[src/rtl/fpx_pkg.sv]
package fpx_pkg;
    localparam int STAT_W = 32;
    localparam int RAW_W  = 8;
    localparam int CUM_W  = 6;
    localparam int CC_W   = 4;

    // raw indication indices
    localparam int RAW_INV = 0;
    localparam int RAW_DZ  = 1;
    localparam int RAW_OF  = 2;
    localparam int RAW_UF  = 3;
    localparam int RAW_IX  = 4;
    localparam int RAW_IDF = 5;
    localparam int RAW_IDU = 6;
    localparam int RAW_ODF = 7;

    // cumulative vector indices
    localparam int C_INV = 0;
    localparam int C_DZ  = 1;
    localparam int C_OF  = 2;
    localparam int C_UF  = 3;
    localparam int C_IX  = 4;
    localparam int C_ID  = 5;

    // status word positions
    localparam int unsigned CUM_POS [CUM_W] = '{0, 1, 2, 3, 4, 7};
    localparam int POS_SAT = 27;
    localparam int POS_CC  = 28;
endpackage

[src/rtl/fpx_flag_map.sv]
module fpx_flag_map
    import fpx_pkg::*;
(
    input  logic [RAW_W-1:0] raw,
    input  logic             half,
    input  logic             alt,
    input  logic             ftz,
    output logic [CUM_W-1:0] cum
);
    logic id_from_flush;
    logic id_from_use;

    always_comb begin
        // a flush counts only when caused by flush-to-zero in normal mode
        id_from_flush = raw[RAW_IDF] & ftz & ~alt;
        id_from_use   = raw[RAW_IDU] & alt;

        cum         = '0;
        cum[C_INV]  = raw[RAW_INV];
        cum[C_DZ]   = raw[RAW_DZ];
        cum[C_OF]   = raw[RAW_OF];
        cum[C_UF]   = raw[RAW_UF] | raw[RAW_ODF];
        cum[C_IX]   = raw[RAW_IX] | (alt & raw[RAW_ODF]);
        cum[C_ID]   = ~half & (id_from_flush | id_from_use);
    end
endmodule

[src/rtl/fpx_sticky_bank.sv]
module fpx_sticky_bank #(
    parameter int W = 6
) (
    input  logic         clk,
    input  logic         rst_n,
    input  logic         wr_en,
    input  logic [W-1:0] wr_val,
    input  logic [W-1:0] set,
    output logic [W-1:0] q
);
    generate
        for (genvar i = 0; i < W; i++) begin : g_bit
            logic base;
            always_comb base = wr_en ? wr_val[i] : q[i];
            always_ff @(posedge clk) begin
                if (!rst_n) q[i] <= 1'b0;
                else        q[i] <= base | set[i];
            end
        end
    endgenerate

    // without a write, no set bit ever clears
    p_sticky_hold_r8: assert property (@(posedge clk) disable iff (!rst_n)
        !wr_en |=> ((q & $past(q)) == $past(q)));

    // with nothing to set and no write, the bank holds
    p_idle_stable_r7: assert property (@(posedge clk) disable iff (!rst_n)
        (!wr_en && set == '0) |=> $stable(q));

    // a write is merged with same-cycle events
    p_write_merge_r10: assert property (@(posedge clk) disable iff (!rst_n)
        wr_en |=> (q == ($past(wr_val) | $past(set))));
endmodule

[src/rtl/fpx_exc_accum.sv]
module fpx_exc_accum
    import fpx_pkg::*;
(
    input  logic              clk,
    input  logic              rst_n,
    input  logic              op_valid,
    input  logic              op_half,
    input  logic              op_noacc,
    input  logic [RAW_W-1:0]  op_raw,
    input  logic              ctl_alt,
    input  logic              ctl_ftz,
    input  logic              sat_event,
    input  logic              wr_en,
    input  logic [STAT_W-1:0] wr_data,
    output logic [STAT_W-1:0] status_o
);
    logic [CUM_W-1:0] mapped;
    logic [CUM_W-1:0] cum_set;
    logic [CUM_W-1:0] cum_wr;
    logic [CUM_W-1:0] cum_q;
    logic [0:0]       sat_q;
    logic [CC_W-1:0]  cc_q;

    fpx_flag_map u_map (
        .raw  (op_raw),
        .half (op_half),
        .alt  (ctl_alt),
        .ftz  (ctl_ftz),
        .cum  (mapped)
    );

    always_comb begin
        cum_set = (op_valid && !op_noacc) ? mapped : '0;
        for (int i = 0; i < CUM_W; i++) cum_wr[i] = wr_data[CUM_POS[i]];
    end

    fpx_sticky_bank #(.W(CUM_W)) u_cum (
        .clk    (clk),
        .rst_n  (rst_n),
        .wr_en  (wr_en),
        .wr_val (cum_wr),
        .set    (cum_set),
        .q      (cum_q)
    );

    fpx_sticky_bank #(.W(1)) u_sat (
        .clk    (clk),
        .rst_n  (rst_n),
        .wr_en  (wr_en),
        .wr_val (wr_data[POS_SAT]),
        .set    (sat_event),
        .q      (sat_q)
    );

    always_ff @(posedge clk) begin
        if (!rst_n)     cc_q <= '0;
        else if (wr_en) cc_q <= wr_data[POS_CC +: CC_W];
    end

    always_comb begin
        status_o = '0;
        status_o[POS_CC +: CC_W] = cc_q;
        status_o[POS_SAT]        = sat_q[0];
        for (int i = 0; i < CUM_W; i++) status_o[CUM_POS[i]] = cum_q[i];
    end

    // half precision never raises the input-denormal bit
    p_half_no_id_r6: assert property (@(posedge clk) disable iff (!rst_n)
        (op_valid && op_half && !wr_en && !status_o[CUM_POS[C_ID]])
        |=> !status_o[CUM_POS[C_ID]]);

    // condition flags follow writes only
    p_cc_load_r9: assert property (@(posedge clk) disable iff (!rst_n)
        wr_en |=> (status_o[POS_CC +: CC_W] == $past(wr_data[POS_CC +: CC_W])));

    p_cc_hold_r9: assert property (@(posedge clk) disable iff (!rst_n)
        !wr_en |=> $stable(status_o[POS_CC +: CC_W]));

    // a saturation event always leaves the bit set
    p_sat_set_r11: assert property (@(posedge clk) disable iff (!rst_n)
        sat_event |=> status_o[POS_SAT]);
endmodule

[config.mk]
export PLATFORM = sky130hd
export DESIGN_NAME = fpx_exc_accum
export DESIGN_NICKNAME = d
export VERILOG_FILES = /design/src/rtl/fpx_pkg.sv /design/src/rtl/fpx_flag_map.sv /design/src/rtl/fpx_sticky_bank.sv /design/src/rtl/fpx_exc_accum.sv
export SDC_FILE = /design/constraint.sdc
export NUM_CORES = 1
export LEC_CHECK = 0
export ABC_AREA = 1
export BUFFER_PORTS_ARGS = -buffer_cell sky130_fd_sc_hd__buf_4
export CORE_ASPECT_RATIO = 0.9
export CORE_UTILIZATION = 31
export DETAILED_ROUTE_END_ITERATION = 12
export GPL_TIMING_DRIVEN = 0
export HOLD_SLACK_MARGIN = 0.03
export PLACE_DENSITY = 0.89
export SLEW_MARGIN = 20
export SYNTH_ARGS = -nofsm -noshare
export SYNTH_HDL_FRONTEND = slang
export SYNTH_SLANG_ARGS = --single-unit
[constraint.sdc]
create_clock -name clk -period 0.9 [get_ports clk]
set_input_delay 0.045 -clock clk [delete_from_list [all_inputs] [get_ports clk]]
set_output_delay 0.045 -clock clk [all_outputs]
set_load 0.005 [all_outputs]
==> results of run 1 <==
## placed cells by master, fill, tap and decap left out, drive strengths merged
| cell | Yosys | final |
|---|---|---|
| buf | 24 | 62 |
| conb | 1 | 21 |
| nand2 | 17 | 17 |
| dfxtp | 11 | 11 |
| o21ai | 10 | 10 |
| nor2 | 9 | 9 |
| inv | 8 | 8 |
| dlygate4sd3 | 0 | 6 |
| clkbuf | 0 | 4 |
| or2 | 3 | 3 |
| a21oi | 3 | 3 |
| a31oi | 3 | 3 |
| nand3 | 1 | 1 |
## path summary, 6_finish.rpt
kind,start,endpoint
max,u_sat.q,status_o[27]
min,op_half,u_cum.q[5]
max reg2reg,u_cum.q[5],u_cum.q[5]
min reg2reg,u_cum.q[0],u_cum.q[0]
## power by group
group | total [mW] | leakage (nW) | internal, mW | switching [mW]
registers | 0.541 | 0.0918 | 0.524 | 0.0170
logic | 0.370 | 0.541 | 0.235 | 0.135
clock network | 0.329 | 0.0150 | 0.171 | 0.157
## state kept, by name (all words and copies together) (netlist names)
register,cells
u_cum.q,6
cc_q,4
u_sat.q,1
## worst max-delay path, cell delays in order (launching register included)
cell     delay (ns)
dfxtp_2        0.32
buf_4          0.12
buf_6          0.10
## per-stage QoR
step	power (mW)	hold slack, ns	setup slack [ns]	utilization
2_1_floorplan	0.723	0.149	0.164	-
3_3_place_gp	0.880	0.245	0.124	0.535
3_5_place_dp	0.894	0.251	0.0643	0.535
4_1_cts	1.24	0.0383	0.0290	0.575
5_1_grt	1.33	0.0503	0.00862	0.583
6_report	1.24	0.0475	0.0474	0.583
## area by class of cell
cell class | instances | area (µm²) | share of cell area
well taps | 25 | 31.3 | 0.0278
flip-flops and latches | 11 | 221 | 0.197
multi-input cells | 67 | 284 | 0.252
inverters | 8 | 30.0 | 0.0267
clock buffers | 4 | 26.3 | 0.0233
repair buffers | 44 | 349 | 0.310
plain buffers | 24 | 184 | 0.163
## repair_timing
| action | CTS | global route |
|---|---|---|
| endpoints found under the setup margin | 0 | 1 |
| gates resized for setup | 0 | 2 |
| endpoints found under the hold margin | 4 | 1 |
| hold buffers | 5 | 1 |
## cell families after synthesis
group | count (synthesis) | share of synthesized area
AO/OA/AOI/OAI | 16 | 0.130
buffers and inverters | 32 | 0.333
flip-flops | 11 | 0.342
other | 1 | 0.00583
AND/OR/NAND/NOR | 30 | 0.189
## layer usage
| layer | part of all wire | up-vias | global-route usage |
|---|---|---|---|
| met5 | 0 | - | 0 |
| met4 | 0.0079 | 0 | 0.0457 |
| met2 | 0.59 | 26 | 0.331 |
| met1 | 0.35 | 313 | 0.149 |
| li1 | - | 373 | - |
| met3 | 0.049 | 2 | 0.0741 |
==> metrics.md, run 1 <==
| Metric | Value |
|---|---|
| Synth cell count leaders | buf_4 (23), nand2_1 (17), dfxtp_1 (11) |
| Synth top area share | 0.342 |
| Post-synthesis cell area | 643 µm² |
| Routed Wire Length | 1.77 mm |
| Filler Cell Count | roughly 200 |
| Number of nets in the layout | between 200 and 250 |
| Finished Cell Area | around 1100 µm² |
| Largest net degree at the start of global routing | 11 |
| Hold depth | 4 |
| IO Pins | 81 |
| P per Cell Area | ~1100 nW/µm² |
| Vias | slightly above 700 |
| Async SR Flop Fraction | 0 |
| Initial Utilization | 0.333 |
| Gp weighted congestion | around 0.65 |
| Sink Count | 11 |
| Global route overflow | 0 |
| CP Data Required Time | between 0.8 and 0.9 ns |
| First-pass GRT wire length | ~2.7 mm |
| Final ANT Viol Nets | 0 |
| Width of the chip | ~50 µm |
| Initial antenna violation count | 0 |
| Gr usage total | 0.165 |
| WP data arrival | between 0.8 and 0.9 ns |
| Final Hold Fails | 0 |
| Detailed Routing Iterations Pass 1 | 4 |
| Residual DRC | 0 |
| Placement Cell Area | about 1000 µm² |
| Hold crit path type | input pin to flip-flop |
| WS Path Type | flip-flop to output pin |
| CTS HTree Levels | 1 |
| # setup viols final | 0 |
| Post-synth top area cell | dfxtp_1 |
| Site Rows | 15 |
| Total core area | around 1900 µm² |
| Synth Flop Type | dfxtp_1 |
| Setup Buffers After CTS | 0 |
| Leak Pwr | roughly 0.65 nW |
| Netlist cell types | 13 |
| CTS Buf Count | 3 |
| Port bufs | 38 |
| Layout area overhead | 75.1% |
| Minimum clock period after layout | roughly 0.85 ns |
| Worst-skew pair later-pin latency | about 0.26 ns |
| Worst R2R Path Depth | 3 |
| Layout cells sized above 1 | 0.418 |
| RSZ-0062 raised after global routing | false |
| Via-to-Cell Ratio | approximately 3.9 |
| Mapped Cells | 90 |
| Setup Skew | 0 ns |
| Iter 0 DRT Violations | 8 |
| Register area share after synthesis | 0.342 |
| Period utilization | 0.947 |
| Startpoint class of the critical path | flip-flop |
| CP endpoint kind | output pin |
| Number of flops mapped to enable cells by yosys | 0 |
| Syn Area/Cell | just over 7 µm² |
| CTS tree | done |
| Clock Path Buffers | 2 |
| Synth warnings | 0 |
| Fmax achieved | approximately 1.2 GHz |
| DP Cell Count | around 170 |
| Reg2Reg Setup Slack | 0.09 ns |
| Root buf cell | clkbuf_4 |
| Largest cells by area after synthesis | dfxtp_1 (34%), buf_4 (27%), nand2_1 (9.9%) |
| Outcome | finished clean |
| Critical-path maximum fanout | 2 |
| Maximum VDD drop | between 0.0008 and 0.0009 V |
| Vias in the first global route | 643 |
| Drt wl/cell | about 9.7 µm |
| Die area | 2260 µm² |
| Most frequent cell after synthesis | buf_4 |
| Setup TNS | 0 ns |
| # diodes | 0 |
| Clock transition at path regs | about 0.07 ns |
| Hpwl dp | between 1 and 1.5 mm |
| Die Span Y | approximately 45 µm |
| Max-capacitance violation count | 0 |
| Final std cells w/o fill | 183 |
| Slew Limit Fails | 0 |
| Synthesis-stage register bit count | 11 |
Note: power is estimated with default switching activity, not from simulation.
==> inputs of run 2 (changes only) <==
--- a/config.mk
+++ b/config.mk
@@ -5,14 +5,14 @@
 export SDC_FILE = /design/constraint.sdc
 export NUM_CORES = 1
 export LEC_CHECK = 0
-export ABC_AREA = 1
 export BUFFER_PORTS_ARGS = -buffer_cell sky130_fd_sc_hd__buf_4
 export CORE_ASPECT_RATIO = 0.9
-export CORE_UTILIZATION = 31
+export CORE_UTILIZATION = 33
+export CTS_BUF_LIST = sky130_fd_sc_hd__clkbuf_4
 export DETAILED_ROUTE_END_ITERATION = 12
 export GPL_TIMING_DRIVEN = 0
 export HOLD_SLACK_MARGIN = 0.03
-export PLACE_DENSITY = 0.89
+export PLACE_DENSITY = 0.93
 export SLEW_MARGIN = 20
 export SYNTH_ARGS = -nofsm -noshare
 export SYNTH_HDL_FRONTEND = slang
==> metrics.md, run 2 <==
| Metric | Value |
|---|---|
| Outcome | finished clean |
| Register area share after synthesis | 0.337 |
| Max reg flops | 6 |
| Power consumption | 1.23 mW |
| Routed Wire Length | 1.36 mm |
| Layout area overhead | 67.6% |
| Setup TNS | 0 ns |
| Commonest cells after routing, fill and taps aside | buf_4 (60), conb_1 (21), dfxtp_1 (10) |
| Most frequent cell after synthesis | buf_4 |
| Vias | between 600 and 700 |
| Synth top area share | 0.337 |
| Total core area | between 1500 and 2000 µm² |
| Crit path capture | status_o[27] |
| Post-synthesis cell area | ~650 µm² |
| R2r endpoint | u_cum.q[5] |
| CP startpoint | u_sat.q |
| GR peak layer | met2 |
| Slew Limit Fails | 0 |
| CTS HTree Levels | 1 |
| Number of flops mapped to enable cells by yosys | 0 |
| Worst-skew pair later-pin latency | between 0.2 and 0.3 ns |
| Synth cell count leaders | buf_4 (22), dfxtp_1 (11), mux2i_1 (9) |
| Critical-path maximum fanout | 2 |
| Largest cells by area after synthesis | dfxtp_1 (34%), buf_4 (25%), mux2i_1 (14%) |
| Maximum VDD drop | approximately 0.00069 V |
| Leak Pwr | ~0.61 nW |
| Clock transition at path regs | 0.06 ns |
| Core Util, Final | 0.619 |
| Root buf cell | clkbuf_4 |
| Hold crit path type | input pin to flip-flop |
| IO Pins | 81 |
| Clock Path Buffers | 2 |
| CP endpoint kind | output pin |
| Post-synth top area cell | dfxtp_1 |
| Hold WS | about 0.045 ns |
| WP data arrival | just over 0.8 ns |
| Max-capacitance violation count | 0 |
| R2R Path Start | u_cum.q[5] |
| Global route overflow | 0 |
| Initial Utilization | 0.369 |
| Syn Area/Cell | roughly 9.5 µm² |
| # setup viols final | 0 |
| Initial antenna violation count | 0 |
| Site Rows | 14 |
| Drt wl/cell | 8.68 µm |
| CTS tree | done |
| Residual DRC | 0 |
| Gp weighted congestion | ~0.64 |
| P per Cell Area | 1120 nW/µm² |
| WS Path Type | flip-flop to output pin |
| Final Hold Fails | 0 |
| Iter 0 DRT Violations | 1 |
| Worst R2R Path Depth | 2 |
| Synth Flop Type | dfxtp_1 |
| CTS Buf Count | 3 |
| Startpoint class of the critical path | flip-flop |
| Minimum clock period after layout | between 0.8 and 0.9 ns |
| First-pass GRT wire length | around 2.2 mm |
| Detailed Routing Iterations Pass 1 | 2 |
| Period utilization | 0.955 |
| CP Data Required Time | 0.85 ns |
| Reg2Reg Setup Slack | 0.04 ns |
| Hpwl dp | 1.19 mm |
| Sink Count | 11 |
| Port bufs | 38 |
| Reg with most FFs | u_cum.q |
| Number of nets in the layout | ~180 |
| RSZ-0062 raised after global routing | false |
| M3 GR Usage | 0.0687 |
| Layout cells sized above 1 | 0.511 |
| Width of the chip | between 40 and 50 µm |
| Final ANT Viol Nets | 0 |
| # diodes | 0 |
| Synthesis-stage register bit count | 11 |
| Die area | between 2000 and 2500 µm² |
| Die Span Y | around 44 µm |
| Setup Buffers After CTS | 0 |
| Synth warnings | 0 |
| Netlist cell types | 15 |
| Via-to-Cell Ratio | ~3.8 |
| Fmax achieved | between 1 and 1.5 GHz |
| Mapped Cells | just under 70 |
| Setup Skew | 0 ns |
| M2 GR Usage | 0.281 |
| Most common cell after layout, fill and taps aside | buf_4 |
| Largest registers | u_cum.q (6), cc_q (4), u_sat.q (1) |
| Vias in the first global route | around 550 |
| Async SR Flop Fraction | 0 |
| Largest net degree at the start of global routing | 11 |
| Gr usage total | 0.137 |
| M1 GR Usage | 0.119 |
==> run 2: changes by cell type after synthesis, sizes merged, moves of 6 or more <==
cell and delta:
nor2 -9, inv -8, o21ai -8, mux2i +9, nand2 -11, nor2b +6
==> run 2: layer usage <==
layer | wire length, µm | vias up | share of wire
met5 | 0 | - | 0
met2 | 749 | 32 | 0.55
met1 | 480 | 259 | 0.35
met3 | 133 | 0 | 0.098
li1 | - | 312 | -
met4 | 0 | 0 | 0
==> run 2: cells by family after synthesis <==
| group | after synthesis | synth area share |
|---|---|---|
| DFF | 11 | 0.337 |
| buffers and inverters | 24 | 0.276 |
| AOI/OAI and AO/OA | 10 | 0.111 |
| and+or+nand+nor | 12 | 0.0920 |
| other | 1 | 0.00574 |
| muxes | 11 | 0.178 |
==> run 2: worst min-delay path by stage <==
stage / startpoint / end / depth (start not counted) / slack (ns)
floorplan: sat_event / u_sat.q / 1 / 0.17
global placement: sat_event / u_sat.q / 2 / 0.26
detailed placement: sat_event / u_sat.q / 2 / 0.27
CTS: op_raw[0] / u_cum.q[0] / 3 / 0.04
global route: wr_data[31] / cc_q[3] / 3 / 0.03
finish: op_raw[0] / u_cum.q[0] / 3 / 0.04
==> run 2: through the flow <==
stage / instances / worst slack [ns] / area [µm²]
5_1_grt: 157 / 0.0000884 / 1090
3_5_place_dp: 151 / -0.00435 / 1040
3_3_place_gp: 151 / 0.0168 / 1040
6_report: 157 / 0.0408 / 1090
2_1_floorplan: 89 / 0.0520 / 728
4_1_cts: 157 / 0.0268 / 1090
==> run 2: what timing repair did <==
action,4_1_cts,5_1_grt
setup endpoints to repair,0,1
endpoints found under the hold margin,2,0
hold buffers,2,0
gates resized for setup,0,1
==> run 2: worst max-delay path, cell delays in order, from the launching register on <==
cell and delay, ns:
dfxtp_2 0.32, buf_4 0.12, buf_4 0.12
==> run 2: cell type report <==
type	count	area [µm²]
fill	142	674
sequential	11	221
tap	24	30.0
timing repair buffer	40	305
clock buffer	4	30.0
buffer	24	180
multi-input combinational	54	328
==> run 2: where the power goes <==
part	internal [mW]	switching [mW]	leakage [nW]	total, mW
clock	0.201	0.144	0.0184	0.345
combinational	0.235	0.111	0.499	0.346
sequential	0.522	0.0169	0.0915	0.539
total	0.959	0.272	0.609	1.23
